===== src/rtl/phacc_pwm_pkg.sv =====
// Package: shared types for the phase-accumulator PWM generator.
// Assumes: nothing beyond IEEE 1800-2017.
package phacc_pwm_pkg;

    // Why the active registers take the staged values on a given clock.
    typedef enum logic [1:0] {
        XFER_HOLD = 2'd0,   // no transfer this clock
        XFER_WRAP = 2'd1,   // carrier overflowed
        XFER_IDLE = 2'd2    // carrier parked (active step is zero)
    } xfer_reason_e;

    // Decide the transfer reason from the carry and the parked condition.
    function automatic xfer_reason_e pick_xfer(input logic carry, input logic parked);
        if (carry)       return XFER_WRAP;
        else if (parked) return XFER_IDLE;
        else             return XFER_HOLD;
    endfunction

endpackage


===== src/rtl/phacc_stage_reg.sv =====
// Module: staging register plus active register for one programmable value.
// What it does: a write strobe loads the staging register; the active
// register copies the staging register only when xfer_en is high.
// Assumes: xfer_en is a single-cycle decision made by the parent.
module phacc_stage_reg #(
    parameter int W = 16
) (
    input  logic         clk,
    input  logic         rst_n,
    input  logic         wr_en,
    input  logic [W-1:0] wr_val,
    input  logic         xfer_en,
    output logic [W-1:0] active_val
);

    logic [W-1:0] staged_q;
    logic [W-1:0] active_q;

    // Capture software-side writes into the staging register.
    always_ff @(posedge clk) begin
        if (!rst_n)     staged_q <= '0;
        else if (wr_en) staged_q <= wr_val;
    end

    // Promote the staged value into the active register on transfer.
    always_ff @(posedge clk) begin
        if (!rst_n)       active_q <= '0;
        else if (xfer_en) active_q <= staged_q;
    end

    assign active_val = active_q;

    // the active value only moves on a transfer clock.
    assert_active_hold_R4: assert property (@(posedge clk) disable iff (!rst_n)
        (!xfer_en && $past(rst_n)) |=> $stable(active_val));

endmodule


===== src/rtl/phacc_carrier.sv =====
// Module: phase accumulator producing the sawtooth carrier.
// What it does: adds the active step to the accumulator on every clock,
// wrapping modulo 2^ACC_W; reports the carry combinationally and as a
// registered one-clock flag.
// Assumes: step is the active (not staged) step.
module phacc_carrier #(
    parameter int ACC_W = 16
) (
    input  logic             clk,
    input  logic             rst_n,
    input  logic [ACC_W-1:0] step,
    output logic [ACC_W-1:0] phase,
    output logic             carry_now,
    output logic             wrap_flag
);

    localparam int SUM_W = ACC_W + 1;

    logic [ACC_W-1:0] phase_q;
    logic             wrap_q;
    logic [SUM_W-1:0] sum_ext;

    // Extended-width sum so the carry out is visible.
    always_comb begin
        sum_ext = {1'b0, phase_q} + {1'b0, step};
    end

    assign carry_now = sum_ext[ACC_W];

    // Advance the carrier; the remainder is kept on overflow.
    always_ff @(posedge clk) begin
        if (!rst_n) phase_q <= '0;
        else        phase_q <= sum_ext[ACC_W-1:0];
    end

    // Register the overflow as a one-clock flag.
    always_ff @(posedge clk) begin
        if (!rst_n) wrap_q <= 1'b0;
        else        wrap_q <= carry_now;
    end

    assign phase     = phase_q;
    assign wrap_flag = wrap_q;

    // a flagged clock always follows a drop of the carrier value.
    assert_wrap_means_drop_R3: assert property (@(posedge clk) disable iff (!rst_n)
        ($past(rst_n) && wrap_flag) |-> (phase < $past(phase)));

    // without a flag the carrier never moves backwards.
    assert_no_flag_no_drop_R1: assert property (@(posedge clk) disable iff (!rst_n)
        ($past(rst_n) && !wrap_flag) |-> (phase >= $past(phase)));

    // reset leaves the carrier at zero with no flag.
    assert_reset_clears_R6: assert property (@(posedge clk)
        !rst_n |=> (phase == '0 && !wrap_flag));

endmodule


===== src/rtl/phacc_duty_cmp.sv =====
// Module: magnitude comparator from duty word to PWM level.
// What it does: drives the output high while the duty word is greater
// than the carrier's upper DUTY_W bits.
// Assumes: DUTY_W <= ACC_W.
module phacc_duty_cmp #(
    parameter int ACC_W  = 16,
    parameter int DUTY_W = 8
) (
    input  logic [ACC_W-1:0]  phase,
    input  logic [DUTY_W-1:0] duty,
    output logic              level
);

    localparam int LSB = ACC_W - DUTY_W;

    logic [DUTY_W-1:0] phase_top;

    // Pick the carrier's upper bits; the slice form depends on widths.
    generate
        if (LSB == 0) begin : g_full
            always_comb phase_top = phase;
        end else begin : g_slice
            always_comb phase_top = phase[ACC_W-1:LSB];
        end
    endgenerate

    // Greater-than compare: the carrier may step past any single value.
    always_comb begin
        level = (duty > phase_top);
    end

endmodule


===== src/rtl/phacc_pwm_gen.sv =====
// Module: phase-accumulator PWM generator (top).
// What it does: stages step and duty writes, promotes them on carrier
// overflow or while parked, runs the accumulator carrier and compares
// its upper bits against the active duty word.
// Assumes: DUTY_W <= ACC_W; reset is synchronous and active low.
module phacc_pwm_gen
    import phacc_pwm_pkg::*;
#(
    parameter int ACC_W  = 16,
    parameter int DUTY_W = 8
) (
    input  logic              clk,
    input  logic              rst_n,
    input  logic              step_wr,
    input  logic [ACC_W-1:0]  step_in,
    input  logic              duty_wr,
    input  logic [DUTY_W-1:0] duty_in,
    output logic              pwm_out,
    output logic              wrap_pulse
);

    localparam logic [ACC_W-1:0] STEP_ZERO = '0;

    logic [ACC_W-1:0]  step_act;
    logic [DUTY_W-1:0] duty_act;
    logic [ACC_W-1:0]  phase;
    logic              carry_now;
    logic              parked;
    logic              xfer_en;
    xfer_reason_e      xfer_why;

    // Decide whether staged values move to the active registers.
    always_comb begin
        parked   = (step_act == STEP_ZERO);
        xfer_why = pick_xfer(carry_now, parked);
        xfer_en  = (xfer_why != XFER_HOLD);
    end

    phacc_stage_reg #(.W(ACC_W)) u_step_stage (
        .clk        (clk),
        .rst_n      (rst_n),
        .wr_en      (step_wr),
        .wr_val     (step_in),
        .xfer_en    (xfer_en),
        .active_val (step_act)
    );

    phacc_stage_reg #(.W(DUTY_W)) u_duty_stage (
        .clk        (clk),
        .rst_n      (rst_n),
        .wr_en      (duty_wr),
        .wr_val     (duty_in),
        .xfer_en    (xfer_en),
        .active_val (duty_act)
    );

    phacc_carrier #(.ACC_W(ACC_W)) u_carrier (
        .clk       (clk),
        .rst_n     (rst_n),
        .step      (step_act),
        .phase     (phase),
        .carry_now (carry_now),
        .wrap_flag (wrap_pulse)
    );

    phacc_duty_cmp #(.ACC_W(ACC_W), .DUTY_W(DUTY_W)) u_cmp (
        .phase (phase),
        .duty  (duty_act),
        .level (pwm_out)
    );

    // a zero active duty never lets the output rise.
    assert_zero_duty_low_R2: assert property (@(posedge clk) disable iff (!rst_n)
        (duty_act == '0) |-> !pwm_out);

    // a parked carrier does not raise the overflow flag next clock.
    assert_parked_no_flag_R5: assert property (@(posedge clk) disable iff (!rst_n)
        ($past(rst_n) && parked && $past(step_act) == STEP_ZERO) |-> !wrap_pulse);

    // the duty seen by the comparator is stable across non-transfer clocks.
    assert_duty_stable_R4: assert property (@(posedge clk) disable iff (!rst_n)
        ($past(rst_n) && !xfer_en) |=> $stable(duty_act));

endmodule


===== config.mk =====
export PLATFORM = sky130hd
export DESIGN_NAME = phacc_pwm_gen
export DESIGN_NICKNAME = d
export VERILOG_FILES = /design/src/rtl/phacc_pwm_pkg.sv /design/src/rtl/phacc_stage_reg.sv /design/src/rtl/phacc_carrier.sv /design/src/rtl/phacc_duty_cmp.sv /design/src/rtl/phacc_pwm_gen.sv
export SDC_FILE = /design/constraint.sdc
export NUM_CORES = 1
export LEC_CHECK = 0
export BUFFER_PORTS_ARGS = -buffer_cell sky130_fd_sc_hd__buf_4
export CAP_MARGIN = 40
export CORE_UTILIZATION = 55
export CTS_CLUSTER_SIZE = 28
export DETAILED_ROUTE_END_ITERATION = 10
export GPL_ROUTABILITY_DRIVEN = 0
export PLACE_DENSITY = 0.75
export SLEW_MARGIN = 20
export SYNTH_ARGS = -nofsm -noshare
export SYNTH_HDL_FRONTEND = slang
export SYNTH_HIERARCHICAL = 1
export SYNTH_SLANG_ARGS = --single-unit

===== constraint.sdc =====
create_clock -name clk -period 3.8 [get_ports clk]
set_input_delay 0.19 -clock clk [delete_from_list [all_inputs] [get_ports clk]]
set_output_delay 0.19 -clock clk [all_outputs]
set_load 0.05 [all_outputs]

==> PnR_summary.wiki, run 1 <==
{| class="wikitable"
! Metric !! Value
|-
| Standard-cell rows || 27
|-
| Max-cap viol count || 0
|-
| Number of post-CTS setup repair buffers || 0
|-
| Area growth from synthesis to final layout || 11.8%
|-
| Total die area || 6320 um^2
|-
| Drt via density || 5.35
|-
| Cells after synthesis || 318
|-
| Num CTS Buffers || 9
|-
| Final hold violation count || 0
|-
| Number of design-rule violations left by the first detailed-router iteration || 115
|-
| Net count after synthesis || 371
|-
| Worst path required time || 4.02 ns
|-
| Fraction of the yosys area taken by sequential cells || 0.394
|-
| Post-CTS resize count || 0
|-
| Setup TNS Final || 0 ns
|-
| Post-Synthesis Mean Instance Area || 10.4 um^2
|-
| Top_reg_cell synth || sky130_fd_sc_hd__dfxtp_1
|-
| Largest voltage drop on the vdd net || 0.553 mV
|-
| Routed wire per std cell || 13.8 um
|-
| Warnings from Yosys || 6
|-
| Total number of vias || 2257
|-
| Number of enable flip-flop cells after synthesis || 0
|-
| Antenna violations before repair || 0
|-
| Number of buffers inserted by hold repair at cts || 0
|-
| Max-Slew Margin vs Limit || 0.624
|-
| Count of distinct cell types in the synthesized netlist || 42
|-
| Num Clock Sinks || 65
|-
| Wire length of the first global-routing pass || 9820 um
|-
| Clk buf depth || 2
|-
| Setup-failing EPs final || 0
|-
| Cell chosen for the clock root || sky130_fd_sc_hd__clkbuf_8
|-
| Pin count of the biggest net entering global routing || 74
|-
| Post-route ant nets || 0
|-
| Setup repair after global routing missed its margin || false
|-
| Core area || 5640 um^2
|-
| Leakage component of the power || 1.74 nW
|-
| TritonCTS clock tree || built
|-
| Width of the die || 79.5 um
|-
| CP Class || flop to flop
|-
| NumNets Final || 400
|-
| Power per unit of standard cell area || 753 nW/um^2
|-
| Final cycle utilization of the critical path || 0.757
|-
| Grt total ovfl || 0
|-
| Detailed Routing Iterations Pass 1 || 4
|-
| DRC violations left || 0
|-
| Startpoint kind of the worst setup timing path || flop
|-
| Design area || 3690 um^2
|-
| Max Fanout on Critical Path || 24
|-
| Async SR Flop Fraction || 0
|-
| Initial Utilization || 0.585
|-
| Number of synthesized register bits || 65
|-
| Clock transition at path regs || 0.07 ns
|-
| Number of I/O pins || 30
|-
| Pins over their slew limit || 0
|-
| Sort of element at the end of the critical path || flop
|-
| Detailed placer's ending HPWL || 4110 um
|-
| Post-Syn Area || 3300 um^2
|-
| Fraction of layout instances using a drive strength above 1 || 0.149
|-
| Number of global-route vias before repair || 2167
|-
| Count of inserted antenna diode cells || 0
|-
| Clk Latency, worst-skew pair || 0.34 ns
|-
| Number of buffer cells added on primary ports || 29
|-
| Height of the die || 79.5 um
|-
| Maximum level of the CTS H-tree || 3
|-
| Tightest Pin Transition || 0.565 ns
|-
| Placement-stage cell area || 3510 um^2
|-
| Arrival time at the worst endpoint || 3.10 ns
|-
| Time the final worst path needs with I/O delays and setup || 2.88 ns
|-
| Post-detailed-routing wire length || 5800 um
|-
| Post-route clock skew || 0.00678 ns
|-
| Worst min path class || primary input to flop
|-
| Global-route total usage across every layer || 0.204
|-
| Status || complete, no violations
|-
| Peak Freq || 348 MHz
|}
-- metrics by stage --
step           hold slack [ns]  cells   util  total power, W  setup slack [ns]
6_report                 0.107    422  0.654         0.00278             0.924
5_1_grt                 0.0892    422  0.654         0.00297             0.733
3_5_place_dp             0.453    408  0.622         0.00225             0.962
2_1_floorplan            0.318    318      -         0.00213              1.15
4_1_cts                 0.0956    422  0.654         0.00281             0.903
3_3_place_gp             0.445    408  0.622         0.00221              1.06
-- final timing paths --
path,startpoint,end,slack (ns),cells past startpoint
setup reg to reg,u_step_stage/active_val[0],u_step_stage/active_val[11],0.92,11
hold / removal,duty_in[0],u_duty_stage/staged_q[0],0.11,3
hold reg to reg,u_duty_stage/staged_q[2],u_duty_stage/staged_q[2],0.52,2
setup / recovery,u_step_stage/active_val[0],u_step_stage/active_val[11],0.92,11
-- layout by cell type, fill, tap and decap left out, types with 2 or more instances in the layout --
| cell | netlist | routed |
|---|---|---|
| sky130_fd_sc_hd__dfxtp_1 | 65 | 65 |
| sky130_fd_sc_hd__mux2i_1 | 55 | 55 |
| sky130_fd_sc_hd__nor2b_1 | 52 | 52 |
| sky130_fd_sc_hd__buf_4 | 0 | 30 |
| sky130_fd_sc_hd__ha_1 | 24 | 24 |
| sky130_fd_sc_hd__nand2_1 | 15 | 15 |
| sky130_fd_sc_hd__a21oi_1 | 14 | 14 |
| sky130_fd_sc_hd__clkbuf_8 | 0 | 10 |
| sky130_fd_sc_hd__and2_1 | 10 | 10 |
| sky130_fd_sc_hd__inv_1 | 9 | 9 |
| sky130_fd_sc_hd__nand2b_1 | 7 | 7 |
| sky130_fd_sc_hd__o21ai_0 | 6 | 6 |
| sky130_fd_sc_hd__nor4_1 | 4 | 4 |
| sky130_fd_sc_hd__a21o_1 | 4 | 4 |
| sky130_fd_sc_hd__clkinv_2 | 0 | 3 |
| sky130_fd_sc_hd__and3_1 | 3 | 3 |
| sky130_fd_sc_hd__nand3_1 | 3 | 3 |
| sky130_fd_sc_hd__xor2_1 | 3 | 3 |
| sky130_fd_sc_hd__nor3b_1 | 3 | 3 |
| sky130_fd_sc_hd__xnor2_1 | 3 | 3 |
| sky130_fd_sc_hd__nor2_1 | 2 | 2 |
| sky130_fd_sc_hd__a21oi_2 | 2 | 2 |
| sky130_fd_sc_hd__o21ai_1 | 2 | 2 |
| sky130_fd_sc_hd__a311oi_2 | 2 | 2 |
| sky130_fd_sc_hd__nand4_1 | 2 | 2 |
-- power by group --
| group | switching (W) | internal [W] | total (W) |
|---|---|---|---|
| Clock | 0.000246 | 0.000310 | 0.000556 |
| Combinational | 0.000697 | 0.000612 | 0.00131 |
| Sequential | 0.000100 | 0.000816 | 0.000916 |
-- Yosys cell counts, types with 4 or more instances --
cell                       count  area share
sky130_fd_sc_hd__ha_1         24       0.091
sky130_fd_sc_hd__dfxtp_1      65        0.39
sky130_fd_sc_hd__nor4_1        4      0.0076
sky130_fd_sc_hd__clkbuf_1      5      0.0057
sky130_fd_sc_hd__buf_6         4       0.014
sky130_fd_sc_hd__o21ai_0       6      0.0091
sky130_fd_sc_hd__nand2_1      15       0.017
sky130_fd_sc_hd__a21oi_1      14       0.021
sky130_fd_sc_hd__nand2b_1      7       0.013
sky130_fd_sc_hd__inv_1         9       0.010
sky130_fd_sc_hd__nor2b_1      52       0.099
sky130_fd_sc_hd__a21o_1        4      0.0091
sky130_fd_sc_hd__and2_1       10       0.019
sky130_fd_sc_hd__mux2i_1      55        0.17
-- metal layers --
| metal | up-vias | GRT usage | routed length (um) |
|---|---|---|---|
| met2 | 36 | 0.296 | 2530 |
| met4 | 0 | 0.0927 | 101 |
| li1 | 1172 | - | - |
| met3 | 8 | 0.0549 | 169 |
| met1 | 1041 | 0.281 | 3000 |
| met5 | - | 0 | 0 |
-- kinds of logic (layout without fill, tap and decap cells) --
logic type               count (synthesis)  count (layout)  share of synthesized area
XOR/XNOR                                 6               6                     0.0159
AO/OA/AOI/OAI                           42              42                     0.0947
adder cells (fa/ha/maj)                 25              25                     0.0970
flip-flops                              65              65                      0.394
AND/OR/NAND/NOR                        104             104                      0.188
multiplexers                            55              55                      0.167
buffers and inverters                   21              53                     0.0432
-- layout make-up --
type / instances / area (um^2)
inverters: 9 / 33.8
clock inverters: 4 / 45.0
repair buffers: 30 / 225
fillers: 455 / 1950
multi-input cells: 232 / 1860
clock buffers: 10 / 138
flip-flops and latches: 65 / 1300
well taps: 72 / 90.1
-- worst max-delay path, stage by stage, from the launching register on --
cell and delay [ns]:
sky130_fd_sc_hd__dfxtp_1 0.33, sky130_fd_sc_hd__ha_1 0.22, sky130_fd_sc_hd__fa_1 0.41, sky130_fd_sc_hd__a21o_1 0.23
sky130_fd_sc_hd__a221oi_4 0.28, sky130_fd_sc_hd__nor2b_1 0.14, sky130_fd_sc_hd__a21oi_1 0.25, sky130_fd_sc_hd__o21ai_0 0.13
sky130_fd_sc_hd__a41o_1 0.22, sky130_fd_sc_hd__buf_4 0.26, sky130_fd_sc_hd__mux2i_1 0.22, sky130_fd_sc_hd__nor2b_1 0.07
-- flip-flops by register name, summed over array words and instances (netlist names) --
signal                   count
u_carrier/wrap_flag          1
u_duty_stage/active_val      8
u_carrier/phase             16
u_step_stage/active_val     16
u_step_stage/staged_q       16
u_duty_stage/staged_q        8
Note: power is estimated with default switching activity, not from simulation.
==> run 2: changes to the inputs <==
Settings changed: CORE_UTILIZATION 55 to 53.
Clock period 3.8 ns to 2.3 ns, I/O delays scaled along.
==> PnR_summary.wiki, run 2 (synthesis gave the netlist of run 1 again) <==
{| class="wikitable"
! Metric !! Value
|-
| Status || finished, violations left
|-
| Violations in the final reports || negative setup slack
|-
| Final hold violation count || 0
|-
| Width of the die || 80.9 um
|-
| Time the final worst path needs with I/O delays and setup || 2.41 ns
|-
| Wire length of the first global-routing pass || 10000 um
|-
| Worst path required time || 2.54 ns
|-
| Net switching power || 0.00187 W
|-
| End point of the worst hold path || u_step_stage/staged_q[15]
|-
| Maximum level of the CTS H-tree || 3
|-
| Initial Utilization || 0.554
|-
| Drt via density || 5.32
|-
| Post-route ant nets || 0
|-
| Combinational group share of total power || 0.483
|-
| Worst min path class || primary input to flop
|-
| Sort of element at the end of the critical path || flop
|-
| Number of I/O pins || 30
|-
| Setup repair after global routing missed its margin || true
|-
| Num CTS Buffers || 9
|-
| Slack of the worst reg-to-reg path || -0.11 ns
|-
| Routed wire per std cell || 13.8 um
|-
| NumNets Final || 419
|-
| Global-route total usage across every layer || 0.206
|-
| Max Fanout on Critical Path || 11
|-
| Startpoint kind of the worst setup timing path || flop
|-
| Switching portion of total power || 0.370
|-
| Setup-failing EPs final || 24
|-
| Largest voltage drop on the vdd net || 1.04 mV
|-
| CP Class || flop to flop
|-
| Post-route clock skew || 0.00757 ns
|-
| Count of fill cells added during filler insertion || 491
|-
| Sequential fraction of design power || 0.300
|-
| Count of inserted antenna diode cells || 0
|-
| Clk Latency, worst-skew pair || 0.34 ns
|-
| Worst Setup Slack post-DPL || -0.131 ns
|-
| Tightest Pin Transition || 0.573 ns
|-
| Num Clock Sinks || 65
|-
| Startpoint of the tightest hold check path || step_in[15]
|-
| Peak Freq || 415 MHz
|-
| Depth of the worst register-to-register path || 11
|-
| Max-Slew Margin vs Limit || 0.618
|-
| Number of standard cells in the layout, taps in and fillers out || 446
|-
| Clock network fraction of design power || 0.217
|-
| Leakage component of the power || 1.85 nW
|-
| Placed instance count || 428
|-
| Core area || 5960 um^2
|-
| Grt total ovfl || 0
|-
| Setup slack after layout || -0.109 ns
|-
| Clock transition at path regs || 0.08 ns
|-
| Total design power || 0.00505 W
|-
| Final cycle utilization of the critical path || 1.05
|-
| Total die area || 6550 um^2
|-
| Leading cell types in the layout, fill and taps excluded || sky130_fd_sc_hd__dfxtp_1, sky130_fd_sc_hd__mux2i_1, sky130_fd_sc_hd__nor2b_1, sky130_fd_sc_hd__buf_4, sky130_fd_sc_hd__ha_1
|-
| Area growth from synthesis to final layout || 18.6%
|-
| Height of the die || 80.9 um
|-
| Pin count of the biggest net entering global routing || 74
|-
| Arrival time at the worst endpoint || 2.65 ns
|-
| Number of global-route vias before repair || 2205
|-
| Detailed placer's ending HPWL || 4440 um
|-
| Number of design-rule violations left by the first detailed-router iteration || 99
|-
| RR Endpoint || u_duty_stage/active_val[0]
|-
| Antenna violations before repair || 0
|-
| Number of cells traversed by the worst hold path || 3
|-
| Standard-cell rows || 28
|-
| Number of buffer cells added on primary ports || 29
|-
| Post-detailed-routing wire length || 6150 um
|-
| Clk buf depth || 2
|-
| Pins over their slew limit || 0
|-
| TritonCTS clock tree || built
|-
| DRC violations left || 0
|-
| Max-cap viol count || 0
|-
| Cell-internal power || 0.00318 W
|-
| Total number of vias || 2372
|-
| Cell chosen for the clock root || sky130_fd_sc_hd__clkbuf_8
|-
| Critical R2R Launch || u_step_stage/active_val[0]
|-
| Leading cell type in the layout, fill and taps excluded || sky130_fd_sc_hd__dfxtp_1
|-
| Fraction of layout instances using a drive strength above 1 || 0.213
|-
| Power per unit of standard cell area || 1290 nW/um^2
|-
| Detailed Routing Iterations Pass 1 || 4
|}
==> run 2: cell type report <==
type,instances,area (um^2),area share
multi-input cells,232,1880,0.481
flip-flops and latches,65,1300,0.332
repair buffers,49,375,0.0958
clock buffers,10,138,0.0351
well taps,75,93.8,0.0240
clock inverters,6,91.3,0.0233
inverters,9,33.8,0.00862
==> run 2: critical path, stage by stage (launching register included) <==
cell and delay (ns):
sky130_fd_sc_hd__dfxtp_2 0.34, sky130_fd_sc_hd__ha_4 0.16, sky130_fd_sc_hd__fa_2 0.34, sky130_fd_sc_hd__a21o_1 0.21, sky130_fd_sc_hd__a221oi_4 0.29, sky130_fd_sc_hd__nor2b_2 0.08, sky130_fd_sc_hd__a21oi_2 0.15, sky130_fd_sc_hd__o21ai_1 0.10
sky130_fd_sc_hd__a41o_1 0.24, sky130_fd_sc_hd__buf_6 0.17, sky130_fd_sc_hd__mux2i_2 0.17, sky130_fd_sc_hd__nor2b_1 0.06
==> run 2: metrics by stage <==
| step | hold WS [ns] | cell area, um^2 | util | setup TNS, ns |
|---|---|---|---|---|
| after global placement | 0.370 | 3660 | 0.615 | -0.373 |
| final | 0.0283 | 3920 | 0.658 | -2.20 |
| after detailed placement | 0.380 | 3660 | 0.615 | -2.65 |
| after global routing | 0.0187 | 3920 | 0.658 | -4.17 |
| after CTS | 0.0123 | 3910 | 0.656 | -2.17 |
| after floorplan | 0.243 | 3320 | - | -1.86 |
==> run 2: power groups by stage <==
| stage | Sequential [W] | Clock [W] | Combinational, W |
|---|---|---|---|
| after global routing | 0.00153 | 0.00117 | 0.00265 |
| after floorplan | 0.00148 | 0 | 0.00206 |
| after detailed placement | 0.00154 | 0 | 0.00235 |
| after global placement | 0.00153 | 0 | 0.00229 |
| after CTS | 0.00151 | 0.00113 | 0.00243 |
| final | 0.00151 | 0.00109 | 0.00244 |
==> run 2: worst max-delay path by stage <==
stage | from | endpoint | cells after the start
global route | u_carrier/phase[0] | u_step_stage/active_val[5] | 11
detailed placement | u_carrier/phase[0] | u_step_stage/active_val[14] | 11
finish | u_step_stage/active_val[0] | u_duty_stage/active_val[0] | 11
floorplan | u_step_stage/active_val[0] | u_step_stage/active_val[10] | 12
CTS | u_step_stage/active_val[0] | u_step_stage/active_val[14] | 11
global placement | u_carrier/phase[0] | u_step_stage/active_val[0] | 11
==> run 2: per-layer routing <==
metal / wire length (um) / up-vias / GRT usage
li1: - / 1216 / -
met1: 3080 / 1107 / 0.268
met5: 0 / - / 0
met2: 2730 / 35 / 0.308
met3: 182 / 14 / 0.0472
met4: 148 / 0 / 0.123
==> run 2: what timing repair did <==
| action | 4_1_cts | 5_1_grt |
|---|---|---|
| buffers inserted | 1 | 1 |
| setup endpoints to repair | 24 | 24 |
| hold buffers | 0 | 0 |
| gates resized for setup | 2 | 1 |
| hold endpoints to repair | 0 | 0 |
